===== src/rtl/mclk_ratio_detect.sv =====
module mclk_ratio_detect #(
  parameter int TIMEOUT = 2048,
  parameter int TOL     = 2,
  localparam int CW     = $clog2(TIMEOUT) + 1
) (
  input  logic       clk,
  input  logic       rst_n,
  input  logic       lrck_i,
  input  logic       par_mode_i,
  input  logic       auto_pin_i,
  input  logic       cfg_we_i,
  input  logic       cfg_auto_i,
  input  logic [1:0] cfg_spd_i,
  output logic       pwrdn_o,
  output logic [1:0] speed_o,
  output logic [2:0] ratio_o,
  output logic       ratio_ok_o,
  output logic       invalid_o
);

  localparam logic [2:0] NONE = 3'd7;

  function automatic int nominal(input int i);
    case (i)
      0: return 128;
      1: return 192;
      2: return 256;
      3: return 384;
      4: return 512;
      5: return 768;
      default: return 1152;
    endcase
  endfunction

  logic          lrck_q, clk_ok, armed, last_vld;
  logic          cfg_auto;
  logic [1:0]    cfg_spd;
  logic [CW-1:0] cnt, meas;
  logic [2:0]    code, last_code;
  logic          eff_auto, accept;
  logic [1:0]    eff_spd, tgt_speed;
  logic          rise;

  assign rise     = lrck_i & ~lrck_q;
  assign meas     = cnt + 1'b1;
  assign eff_auto = par_mode_i ? auto_pin_i : cfg_auto;
  assign eff_spd  = par_mode_i ? 2'b00 : cfg_spd;
  assign pwrdn_o  = ~clk_ok;

  always_comb begin
    code = NONE;
    for (int i = 0; i < 7; i++)
      if (int'(meas) >= nominal(i) - TOL && int'(meas) <= nominal(i) + TOL)
        code = 3'(i);
  end

  always_comb begin
    accept    = 1'b0;
    tgt_speed = eff_spd;
    if (code != NONE) begin
      if (eff_auto) begin
        accept    = !(par_mode_i && code <= 3'd1);
        tgt_speed = (code <= 3'd1) ? 2'b10 : (code <= 3'd3) ? 2'b01 : 2'b00;
      end else begin
        case (eff_spd)
          2'b00:   accept = (code >= 3'd2);
          2'b01:   accept = (code <= 3'd3);
          2'b10:   accept = (code <= 3'd1);
          default: accept = 1'b0;
        endcase
      end
    end
  end

  always_ff @(posedge clk or negedge rst_n) begin
    if (!rst_n) begin
      cfg_auto <= 1'b1;
      cfg_spd  <= 2'b00;
    end else if (cfg_we_i) begin
      cfg_auto <= cfg_auto_i;
      cfg_spd  <= cfg_spd_i;
    end
  end

  always_ff @(posedge clk or negedge rst_n) begin
    if (!rst_n) begin
      lrck_q     <= 1'b0;
      cnt        <= '0;
      clk_ok     <= 1'b0;
      armed      <= 1'b0;
      last_vld   <= 1'b0;
      last_code  <= NONE;
      speed_o    <= 2'b00;
      ratio_o    <= NONE;
      ratio_ok_o <= 1'b0;
      invalid_o  <= 1'b0;
    end else begin
      lrck_q <= lrck_i;
      if (rise) begin
        cnt    <= '0;
        clk_ok <= 1'b1;
        armed  <= 1'b1;
        if (armed) begin
          last_code <= code;
          last_vld  <= 1'b1;
          if (last_vld && code == last_code) begin
            if (accept) begin
              speed_o    <= tgt_speed;
              ratio_o    <= code;
              ratio_ok_o <= 1'b1;
            end else begin
              invalid_o  <= 1'b1;
            end
          end
        end
      end else if (int'(cnt) == TIMEOUT - 1) begin
        clk_ok   <= 1'b0;
        armed    <= 1'b0;
        last_vld <= 1'b0;
      end else begin
        cnt <= cnt + 1'b1;
      end
    end
  end

endmodule


===== config.mk =====
export PLATFORM = sky130hd
export DESIGN_NAME = mclk_ratio_detect
export DESIGN_NICKNAME = d
export VERILOG_FILES = /design/src/rtl/mclk_ratio_detect.sv
export SDC_FILE = /design/constraint.sdc
export NUM_CORES = 1
export LEC_CHECK = 0
export BUFFER_PORTS_ARGS = -buffer_cell sky130_fd_sc_hd__buf_2
export CELL_PAD_IN_SITES_DETAIL_PLACEMENT = 0
export CELL_PAD_IN_SITES_GLOBAL_PLACEMENT = 2
export CORE_AREA = 3 3 95 97
export DETAILED_ROUTE_END_ITERATION = 16
export DIE_AREA = 0 0 98 100
export GPL_TIMING_DRIVEN = 0
export PLACE_DENSITY = 0.66
export SLEW_MARGIN = 20
export SYNTH_ARGS = -nofsm -noshare
export SYNTH_HDL_FRONTEND = slang
export SYNTH_SLANG_ARGS = --single-unit

===== constraint.sdc =====
create_clock -name clk -period 10.8 [get_ports clk]
set_clock_uncertainty 0.2 [all_clocks]
set_input_delay 2.16 -clock clk [delete_from_list [all_inputs] [get_ports clk]]
set_output_delay 2.16 -clock clk [all_outputs]
set_load 0.05 [all_outputs]

=== Word level (Yosys, flattened, before mapping) ===
Cells that the tools add are included.

* Register bits after elaboration: 28
* Logic and storage cells: 78
* Output and inout port bits: 8

* $add $sub $neg: 1
* Bitwise logic cells: 4
* Reductions and logical operators: 16
* $lt $le $gt $ge: 17
* Muxes and demuxes: 22
* Equal/unequal tests: 7

{| class="wikitable"
|+ Operator list
! cell !! number
|-
| $ge 12x8->1 const B || 2
|-
| $ge 12x9->1 const B || 2
|-
| $le 12x10->1 const B || 2
|-
| $le 12x8->1 const B || 2
|-
| $le 12x9->1 const B || 2
|-
| $mux 12 || 2
|-
| $mux 3 || 7
|-
| $add 12x1->12 const B || 1
|-
| $eq 12x12->1 const B || 1
|-
| $ge 12x10->1 const B || 1
|-
| $ge 12x11->1 const B || 1
|-
| $ge 12x7->1 const B || 1
|-
| $le 12x11->1 const B || 1
|-
| $logic_and 1x1->1 || 9
|-
| $mux 1 || 8
|-
| $mux 2 || 4
|-
| $reduce_and 4->1 || 2
|-
| $ne 2x2->1 const B || 2
|-
| $reduce_and 2->1 || 2
|-
| $eq 3x3->1 || 1
|-
| $ge 3x2->1 const B || 1
|-
| $le 3x1->1 const B || 1
|-
| $le 3x2->1 const B || 1
|-
| $ne 3x3->1 const B || 1
|-
| 8 further kinds || 10
|}

=== Logic depth before layout (Yosys ltp) ===
Gate-level depths: netlist of run 1.

* Depth after elaboration: 17
* Mapped depth: 13

=== Least setup slack after synthesis of run 1 ===
No wires, ideal clock.

* Path kind: input-to-reg
* From: input port lrck_i
* To: register speed_o[0]
* Setup slack: 6.795 ns
* Cell stages on the path: 7
* Library setup time: 0.125 ns
* Required time: 10.475 ns
* Arrival: 3.680 ns
* Cell sequence: nor2b_1 > buf_1 > nand3_1 > or4_4 > nand2b_4 > buf_6 > mux2_4

* Cells in the longest elaborated chain, start to end: 2

{| class="wikitable"
|+ Ends and longest elaborated chain
! item !! RTL line !! source
|-
| start: declaration || 8 || <nowiki>input logic lrck_i,</nowiki>
|-
| $and 1x1->1 || 44 || <nowiki>assign rise = lrck_i & ~lrck_q;</nowiki>
|-
| $reduce_and 4->1 (no line) || - ||
|-
| end signal: assignment || 108 || <nowiki>speed_o <= tgt_speed;</nowiki>
|-
| end: declaration || 15 || <nowiki>output logic [1:0] speed_o,</nowiki>
|}

No other way between the ends.
A chain may end at the register's enable or synchronous reset.

=== Worst setup path after layout of run 1 ===
* From: register cnt[1]
* To: register speed_o[0]

* Cells in the longest elaborated chain, start to end: 16
* Elaborated cells between the ends (all ways): 45

{| class="wikitable"
|+ Ends and longest elaborated chain
! item !! RTL line !! source
|-
| start: declaration || 38 || <nowiki>logic [CW-1:0] cnt, meas;</nowiki>
|-
| start signal: assignment || 121 || <nowiki>cnt <= cnt + 1'b1;</nowiki>
|-
| $add 12x1->12 * || 45 || <nowiki>assign meas = cnt + 1'b1;</nowiki>
|-
| $ge 12x7->1 or $le 12x8->1 (tied branches) || 53 || <nowiki>if (int'(meas) >= nominal(i) - TOL && int'(meas) <= nominal(i) + TOL)</nowiki>
|-
| $logic_and 1x1->1 || 53 ||
|-
| $mux 3 (6 in series) || 53 ||
|-
| $mux 3 * || 53 ||
|-
| parallel branches: the longest is 6 deep, another holds $le 3x1->1 || - ||
|}

Mark *: on every way between the ends.

==> flow_summary.ini, run 1 <==
[sta]
period_needed_ns = 4.38
finalSetupViolCount = 0
fmax_mhz = 229
grt_setup_unrepaired = false
slew-limit-headroom = 0.572
finalWorstSetupSlack_ns = 6.42
fin_crit_sh = 0.405
tns_ns = 0
worst_pin_slew_ns = 0.642
drv_slew = 0
finalHoldViolations = 0

[synth]
synthesis.nets = 231
yosysWarnings = 0
async_reset_ff_frac = 1.00
yosysSeqAreaShare = 0.346
synth_edf_count = 0
ys_types = 67
synthCells = 220
synth-seq-cells = 28
ys.flop_type = dfrtp_1
avgSynthCellArea_um2 = 9.32
syn_area_mm2 = 0.00205

[floorplan]
die_h_um = 100
initial_core_util = 0.249
coreArea_mm2 = 0.00822
io_pins = 17
dieWidth_um = 98
die-area_mm2 = 0.00980
rows = 33

[critical_path]
crit_start = cnt[1]
critical_path_arrival_ns = 4.35
critPathMaxStageDelay_ns = 0.54
cp-end-kind = register
cp_max_fo = 8
endpoint = speed_o[0]
criticalPathCategory = reg -> reg
worstPathRequired_ns = 10.78
r2r_cells = 12
critical_path_cell_count = 12
worst-path-buf-inv = 1
startpoint_type = register
worstReg2RegStart = cnt[1]
slowest_stage = dfrtp_1
r2r_setup_slack_ns = 6.42
r2r_end = speed_o[0]
cp_cell_sequence = ha_1 -> nand4_1 -> or3_1 -> nand4bb_1 -> a21boi_0 -> a32oi_1 -> o211a_1 -> xor2_1 -> or4_4 -> nand2b_4 -> buf_6 -> mux2_4
cpLargestDelayFamily = simple AND/OR/NAND/NOR gates

[clocking]
holdBufCountCts = 0
cts_setup_buffers = 0
cts_tree = yes
path_clk_slew_ns = 0.11
post_cts_resize_count = 0
root_buffer = clkbuf_8
clk_path_buf_depth = 2
cts_inserted_buffers = 3
htreeDepth = 1
clock_latency_ns = 0.29
cts_sinks = 28

[cells_and_area]
layout_common_cells = dfrtp_1, buf_2, a21oi_1
antenna_cells = 0
syn_to_final_growth_pct = 13.8
nFillCells = 864
fin_nets = 252
final_common_cell = dfrtp_1
drive_above_1_share = 0.254

[placed_design]
globalplace.congestion = 0.831
io_buffers = 16
dp_slack_ns = 6.49
dp_hpwl_um = 3780

[flow_run]
max_cap_viol_count = 0

[min_path]
min_delay_path_depth = 1
worstHoldStart = ratio_ok_o
hp-class = reg -> reg

[grt]
grt_usage = 0.106
grt_pass1_vias = 1654
overflow = 0
antenna_found_initial = 0
grt_pass1_wl_um = 8420
grt_max_degree = 29

[drt]
vias_per_cell = 4.92
vias = 1696
drt-wirelength-per-cell_um = 14.8
wl_um = 5100
drt-pass1-iter-count = 4
drt_iter0_drc = 60
drc = 0
ant_nets = 0

[pwr]
internal_power_uw = 200
p_sw_frac = 0.342
ir_drop_v = 0.0000573
p_switching_uw = 104
combPwrFrac = 0.305
powerDensity_mw_per_mm2 = 130
pwr-share-clk = 0.286
p_leak_uw = 0.00101
power_frac_seq = 0.410
total_power_uw = 304

[run_status]
run_status = completed
-- cells by family after synthesis --
family | after synthesis | share of synthesized area
simple gates | 84 | 0.250
compound gates | 58 | 0.207
flops | 28 | 0.346
buf+inv | 25 | 0.0678
xor+xnor | 12 | 0.0513
mux | 11 | 0.0659
fa+ha+maj | 2 | 0.0122
-- registers in the layout, summed over array words and instances, names as in the netlist --
name	flops
cnt	12
last_code	3
ratio_o	3
cfg_spd	2
speed_o	2
armed	1
cfg_auto	1
invalid_o	1
last_vld	1
lrck_q	1
ratio_ok_o	1
-- power by group through the flow --
stage	clock network [uW]	logic [uW]	registers [uW]
2_1_floorplan	0	60.5	134
3_3_place_gp	0	92.7	126
3_5_place_dp	0	91.6	126
4_1_cts	90.9	92.0	124
5_1_grt	94.4	101	126
6_report	86.8	92.5	124
-- through the flow --
step           instance area [um2]  hold WS, ns   util  std cells
2_1_floorplan                 2050        0.266      -        220
3_3_place_gp                  2260        0.246  0.275        341
3_5_place_dp                  2260        0.248  0.275        341
4_1_cts                       2330        0.279  0.284        345
5_1_grt                       2330        0.293  0.284        345
6_report                      2330        0.272  0.284        345
-- how the worst min path moves through the flow --
stage                   end  slack, ns
2_1_floorplan  last_code[2]       0.27
3_3_place_gp     ratio_ok_o       0.25
3_5_place_dp     ratio_ok_o       0.25
4_1_cts          ratio_ok_o       0.28
5_1_grt          ratio_ok_o       0.29
6_report         ratio_ok_o       0.27
-- routing by layer --
metal | part of all wire | GRT usage | vias to the layer above
li1 | - | - | 852
met1 | 0.51 | 0.151 | 821
met2 | 0.45 | 0.167 | 19
met3 | 0.024 | 0.0125 | 4
met4 | 0.011 | 0.0351 | 0
met5 | 0 | 0 | -
-- worst register-to-register path: stages, from the launching register on --
cell and delay, ns:
dfrtp_1 0.54, ha_1 0.37, nand4_1 0.37, or3_1 0.47, nand4bb_1 0.19, a21boi_0 0.42
a32oi_1 0.23, o211a_1 0.21, xor2_1 0.16, or4_4 0.51, nand2b_4 0.15, buf_6 0.15
mux2_4 0.29
-- Yosys cell counts, types with 5 or more instances --
| library cell | instances | area (um2) |
|---|---|---|
| inv_1 | 9 | 33.8 |
| o21ai_0 | 7 | 35.0 |
| xnor2_1 | 7 | 61.3 |
| dfstp_2 | 7 | 184 |
| nand2_1 | 12 | 45.0 |
| nand3_1 | 8 | 40.0 |
| dfrtp_1 | 21 | 526 |
| a21oi_1 | 15 | 75.1 |
| nor3_1 | 7 | 35.0 |
| nor2_1 | 13 | 48.8 |
| nor2b_1 | 5 | 31.3 |
| xor2_1 | 5 | 43.8 |
-- area by class of cell --
class / count / area (um2) / area share
multi-input combinational: 167 / 1200 / 0.515
sequential: 28 / 709 / 0.304
tap: 105 / 131 / 0.0563
buffer: 16 / 105 / 0.0451
timing repair buffer: 16 / 80.1 / 0.0343
clock buffer: 3 / 41.3 / 0.0177
inverter: 9 / 33.8 / 0.0145
clock inverter: 1 / 30.0 / 0.0129
Power figures use the tool's default switching activity.
==> run 2, diff against run 1 <==
==> constraint.sdc (replaced) <==
create_clock -name clk -period 4.05 [get_ports clk]
set_clock_uncertainty 0.2 [all_clocks]
set_input_delay 0.81 -clock clk [delete_from_list [all_inputs] [get_ports clk]]
set_output_delay 0.81 -clock clk [all_outputs]
set_load 0.05 [all_outputs]
==> run 2 against run 1 <==
Effect of this change:
- critical path depth grew 1
- design area is 3.2% higher
- hold slack hardly changed
- register-to-register slack worse by 6.3 ns
- global-route usage is essentially flat
- via count is 1.4% higher
==> flow_summary.ini, run 2 (same netlist as run 1, synthesis figures left out) <==
[grt]
grt.met3_usage = 0.0125
gr-max-usage-layer = met2
grt_max_degree = 29
grt_util_met1 = 0.151
antenna_found_initial = 0
grt_pass1_wl_um = 8470
grt_usage = 0.106
overflow = 0
grt_pass1_vias = 1660
met2_usage = 0.168

[placed_design]
dpl.cell_count = 341
dp_hpwl_um = 3780
io_buffers = 16
globalplace.congestion = 0.831

[floorplan]
initial_core_util = 0.249
io_pins = 17
die-area_mm2 = 0.00980
coreArea_mm2 = 0.00822
dieWidth_um = 98
die_h_um = 100
rows = 33

[critical_path]
worstPathRequired_ns = 4.03
critPathMaxStageDelay_ns = 0.50
crit_path_frequent_cell = buf_6
critical_path_arrival_ns = 3.87
startpoint_type = register
cp_max_fo = 8
slowest_stage = dfrtp_2
cp_cell_sequence = ha_4 -> and3_1 -> buf_6 -> nor4_1 -> o32a_1 -> nand3_1 -> a311o_1 -> and4_4 -> xor2_1 -> or4_4 -> nand2b_4 -> buf_6 -> mux2_4
criticalPathCategory = reg -> reg
cp-end-kind = register

[pwr]
internal_power_uw = 537
powerDensity_mw_per_mm2 = 340
p_leak_uw = 0.00105
power_frac_seq = 0.410
pwr-share-clk = 0.286
combPwrFrac = 0.305
p_sw_frac = 0.344
p_switching_uw = 282
ir_drop_v = 0.000140

[sta]
fin_crit_sh = 0.960
period_needed_ns = 3.89
worst_pin_slew_ns = 0.641
slew-limit-headroom = 0.572
grt_setup_unrepaired = false
fmax_mhz = 257
finalSetupViolCount = 0
drv_slew = 0
finalHoldViolations = 0

[cells_and_area]
largest_register = cnt
postLayoutCoreUtil = 0.293
reg_top3 = cnt (12), last_code (3), ratio_o (3)
nFillCells = 854
syn_to_final_growth_pct = 17.5
layout_common_cells = dfrtp_1, buf_2, a21oi_1
fin_nets = 256
largest_reg_flops = 12
final_common_cell = dfrtp_1
post_layout_nonfiller_instances = 349
regArea_um2 = 711
drive_above_1_share = 0.287
multi_input_comb_area_mm2 = 0.00124
antenna_cells = 0

[run_status]
run_status = completed

[clocking]
cts_sinks = 28
holdBufCountCts = 0
cts_tree = yes
cts_inserted_buffers = 3
htreeDepth = 1
clk_path_buf_depth = 2
clock_latency_ns = 0.29
path_clk_slew_ns = 0.11
root_buffer = clkbuf_8

[drt]
vias_per_cell = 4.93
drc = 0
drt-pass1-iter-count = 4
wl_um = 5170
ant_nets = 0
drt_iter0_drc = 81
drt-wirelength-per-cell_um = 14.8
vias = 1720

[flow_run]
max_cap_viol_count = 0

[min_path]
hp-class = reg -> reg
-- run 2: layout make-up --
cell class | instances | area share
buffer | 16 | 0.0437
clock buffer | 3 | 0.0172
clock inverter | 1 | 0.0125
inverter | 9 | 0.0140
multi-input combinational | 167 | 0.517
sequential | 28 | 0.295
tap | 105 | 0.0546
timing repair buffer | 20 | 0.0457
-- run 2: final timing paths --
check,startpoint,to,slack (ns),cells after the start
min in group asynchronous,rst_n,cnt[11],0.33,1
max in group asynchronous,rst_n,cnt[1],2.87,1
max reg2reg,cnt[1],speed_o[0],0.16,13
max,cnt[1],speed_o[0],0.16,13
min reg2reg,ratio_ok_o,ratio_ok_o,0.27,1
min,ratio_ok_o,ratio_ok_o,0.27,1
-- run 2: stage by stage --
step / instance area (um2) / hold slack, ns / setup slack [ns] / power [uW] / TNS [ns]
floorplan: 2050 / 0.266 / 0.373 / 519 / 0
global placement: 2260 / 0.246 / -0.239 / 584 / -0.912
detailed placement: 2260 / 0.248 / -0.258 / 581 / -1.03
CTS: 2360 / 0.279 / 0.0118 / 820 / 0
global route: 2410 / 0.293 / 0.0174 / 865 / 0
finish: 2410 / 0.272 / 0.161 / 818 / 0
-- run 2: layer usage --
metal / vias up / share of wire
met3: 7 / 0.030
met4: 0 / 0.014
met5: - / 0
met1: 827 / 0.50
met2: 26 / 0.45
li1: 860 / -
-- run 2: power groups by stage --
stage          Clock (uW)  Combinational, uW  Sequential, uW
2_1_floorplan           0                161             358
3_3_place_gp            0                247             337
3_5_place_dp            0                244             337
4_1_cts               242                246             332
5_1_grt               254                272             339
6_report              234                249             335
-- run 2: timing repair --
| action | in CTS | in global routing |
|---|---|---|
| pin swaps | 1 | 1 |
| endpoints found under the setup margin | 6 | 5 |
| hold endpoints to repair | 0 | 0 |
| buffers inserted | 4 | 0 |
| resized for setup | 2 | 7 |
-- run 2: worst max-delay path: cells and delay by family (launching register included) --
kind,cells,cell delay [ns]
adders and majority gates,1,0.21
and+or+nand+nor,6,1.43
DFF,1,0.50
muxes,1,0.29
AOI/OAI and AO/OA,2,0.72
xor gates and xnor gates,1,0.14
buffers and inverters,2,0.28
==> run 3, diff against run 2 <==
--- a/config.mk
+++ b/config.mk
@@ -13,6 +13,7 @@
 export DIE_AREA = 0 0 98 100
 export GPL_TIMING_DRIVEN = 0
 export PLACE_DENSITY = 0.66
+export SETUP_SLACK_MARGIN = 0.5
 export SLEW_MARGIN = 20
 export SYNTH_ARGS = -nofsm -noshare
 export SYNTH_HDL_FRONTEND = slang
==> run 3 against run 2 <==
Effect of this change:
- clock-buffer cell count did not move
- first-iteration DRC count rose by 35%
- critical path depth is the same
- clock power decreased by 2%
- utilization grew 5.3 points
- fmax up 6.1%
- sequential power down 2%
- routed wire length up 11%
- register-to-register slack better by 0.22 ns
- sequential share of layout area decreased by 4.4 points
==> flow_summary.ini, run 3 (same netlist as run 1, synthesis figures left out) <==
[sta]
grt_setup_unrepaired = true
fin_crit_sh = 0.905
period_needed_ns = 3.67
finalSetupViolCount = 0
worst_pin_slew_ns = 0.670
fmax_mhz = 273
drv_slew = 0
tns_ns = 0
slew-limit-headroom = 0.553
finalHoldViolations = 0
hold_slack_ns = 0.274
finalWorstSetupSlack_ns = 0.384

[grt]
grt_pass1_wl_um = 9520
grt_usage = 0.119
overflow = 0
grt_pass1_vias = 1866
antenna_found_initial = 0
grt_max_degree = 29

[critical_path]
slowest_stage = or4_4
crit_start = cnt[1]
r2r_cells = 13
cp_max_fo = 6
cp_cell_sequence = ha_4 -> and3_4 -> buf_6 -> a31oi_1 -> or2_2 -> o2111ai_1 -> a211o_1 -> and4_4 -> xor2_1 -> or4_4 -> nand2b_4 -> buf_6 -> mux2_4
cp-end-kind = register
worstReg2RegStart = cnt[1]
critPathMaxStageDelay_ns = 0.48
r2r_end = speed_o[0]
worstPathRequired_ns = 4.03
criticalPathCategory = reg -> reg
endpoint = speed_o[0]
startpoint_type = register
crit_path_frequent_cell = buf_6
critical_path_arrival_ns = 3.65
r2r_setup_slack_ns = 0.38

[drt]
drt_iter0_drc = 109
ant_nets = 0
vias = 1902
vias_per_cell = 4.98
drt-wirelength-per-cell_um = 15.0
wl_um = 5730
drc = 0
drt-pass1-iter-count = 4

[cells_and_area]
layout_common_cells = buf_4, buf_2, dfrtp_1
largest_reg_flops = 12
post_layout_nonfiller_instances = 382
largest_register = cnt
final_common_cell = buf_4
syn_to_final_growth_pct = 38.6
antenna_cells = 0
drive_above_1_share = 0.448
reg_top3 = cnt (12), last_code (3), ratio_o (3)
fin_nets = 289
nFillCells = 844

[flow_run]
max_cap_viol_count = 0

[floorplan]
coreArea_mm2 = 0.00822
die-area_mm2 = 0.00980
initial_core_util = 0.249
die_h_um = 100
dieWidth_um = 98
io_pins = 17
rows = 33

[clocking]
holdBufCountCts = 0
root_buffer = clkbuf_8
cts_sinks = 28
clk_path_buf_depth = 2
path_clk_slew_ns = 0.11
htreeDepth = 1
cts_inserted_buffers = 3
clock_latency_ns = 0.28
cts_tree = yes

[run_status]
run_status = completed

[min_path]
hp-class = reg -> reg

[pwr]
p_leak_uw = 0.00128
ir_drop_v = 0.000147
powerDensity_mw_per_mm2 = 311

[placed_design]
dpl.cell_count = 341
globalplace.congestion = 0.819
dp_slack_ns = 0.0177
io_buffers = 16
dp_hpwl_um = 3840
run 3: worst max-delay path, delay by kind of cell (launching register included):
family | cells | cell delay, ns
multiplexers | 1 | 0.29
AO/OA/AOI/OAI | 3 | 0.83
flip-flops | 1 | 0.45
AND/OR/NAND/NOR | 5 | 1.22
adder cells (fa/ha/maj) | 1 | 0.19
XOR/XNOR | 1 | 0.14
buffers and inverters | 2 | 0.26
run 3: layout make-up:
| type | instances | area, um2 | share of cell area |
|---|---|---|---|
| Sequential cell | 28 | 713 | 0.251 |
| Tap cell | 105 | 131 | 0.0462 |
| Clock inverter | 1 | 30.0 | 0.0106 |
| Buffer | 16 | 119 | 0.0418 |
| Multi-Input combinational cell | 167 | 1410 | 0.495 |
| Inverter | 9 | 33.8 | 0.0119 |
| Timing Repair Buffer | 53 | 365 | 0.129 |
| Clock buffer | 3 | 41.3 | 0.0145 |
run 3: what timing repair did:
action	in CTS	in global routing
setup endpoints to repair	7	6
setup buffers	23	14
gates resized for setup	20	22
pin swaps	9	14
run 3: power breakdown:
part	switching [uW]	internal, uW	leakage, uW	total (uW)
Combinational	190	136	0.000906	326
Clock	96.7	133	0.0000357	229
Sequential	18.6	311	0.000335	329
Total	305	579	0.00128	884
run 3: layer usage:
layer,part of all wire,wire [um],GRT usage
met1,0.45,2600,0.160
met3,0.033,188,0.0167
met4,0.018,102,0.0394
met2,0.49,2830,0.199
met5,0,0,0
run 3: worst min-delay path by stage:
stage	start	to	slack, ns	depth (start not counted)
detailed placement	ratio_o[2]	ratio_o[2]	0.26	2
floorplan	last_code[2]	last_code[2]	0.27	2
finish	ratio_o[2]	ratio_o[2]	0.27	2
CTS	ratio_o[2]	ratio_o[2]	0.28	2
global route	ratio_o[2]	ratio_o[2]	0.31	2
global placement	ratio_ok_o	ratio_ok_o	0.25	1
run 3: stage by stage:
step / instance area (um2) / power [uW] / utilization
after global placement: 2280 / 592 / 0.278
after CTS: 2640 / 875 / 0.321
after global routing: 2840 / 940 / 0.346
after floorplan: 2070 / 525 / -
final: 2840 / 884 / 0.346
after detailed placement: 2280 / 589 / 0.278
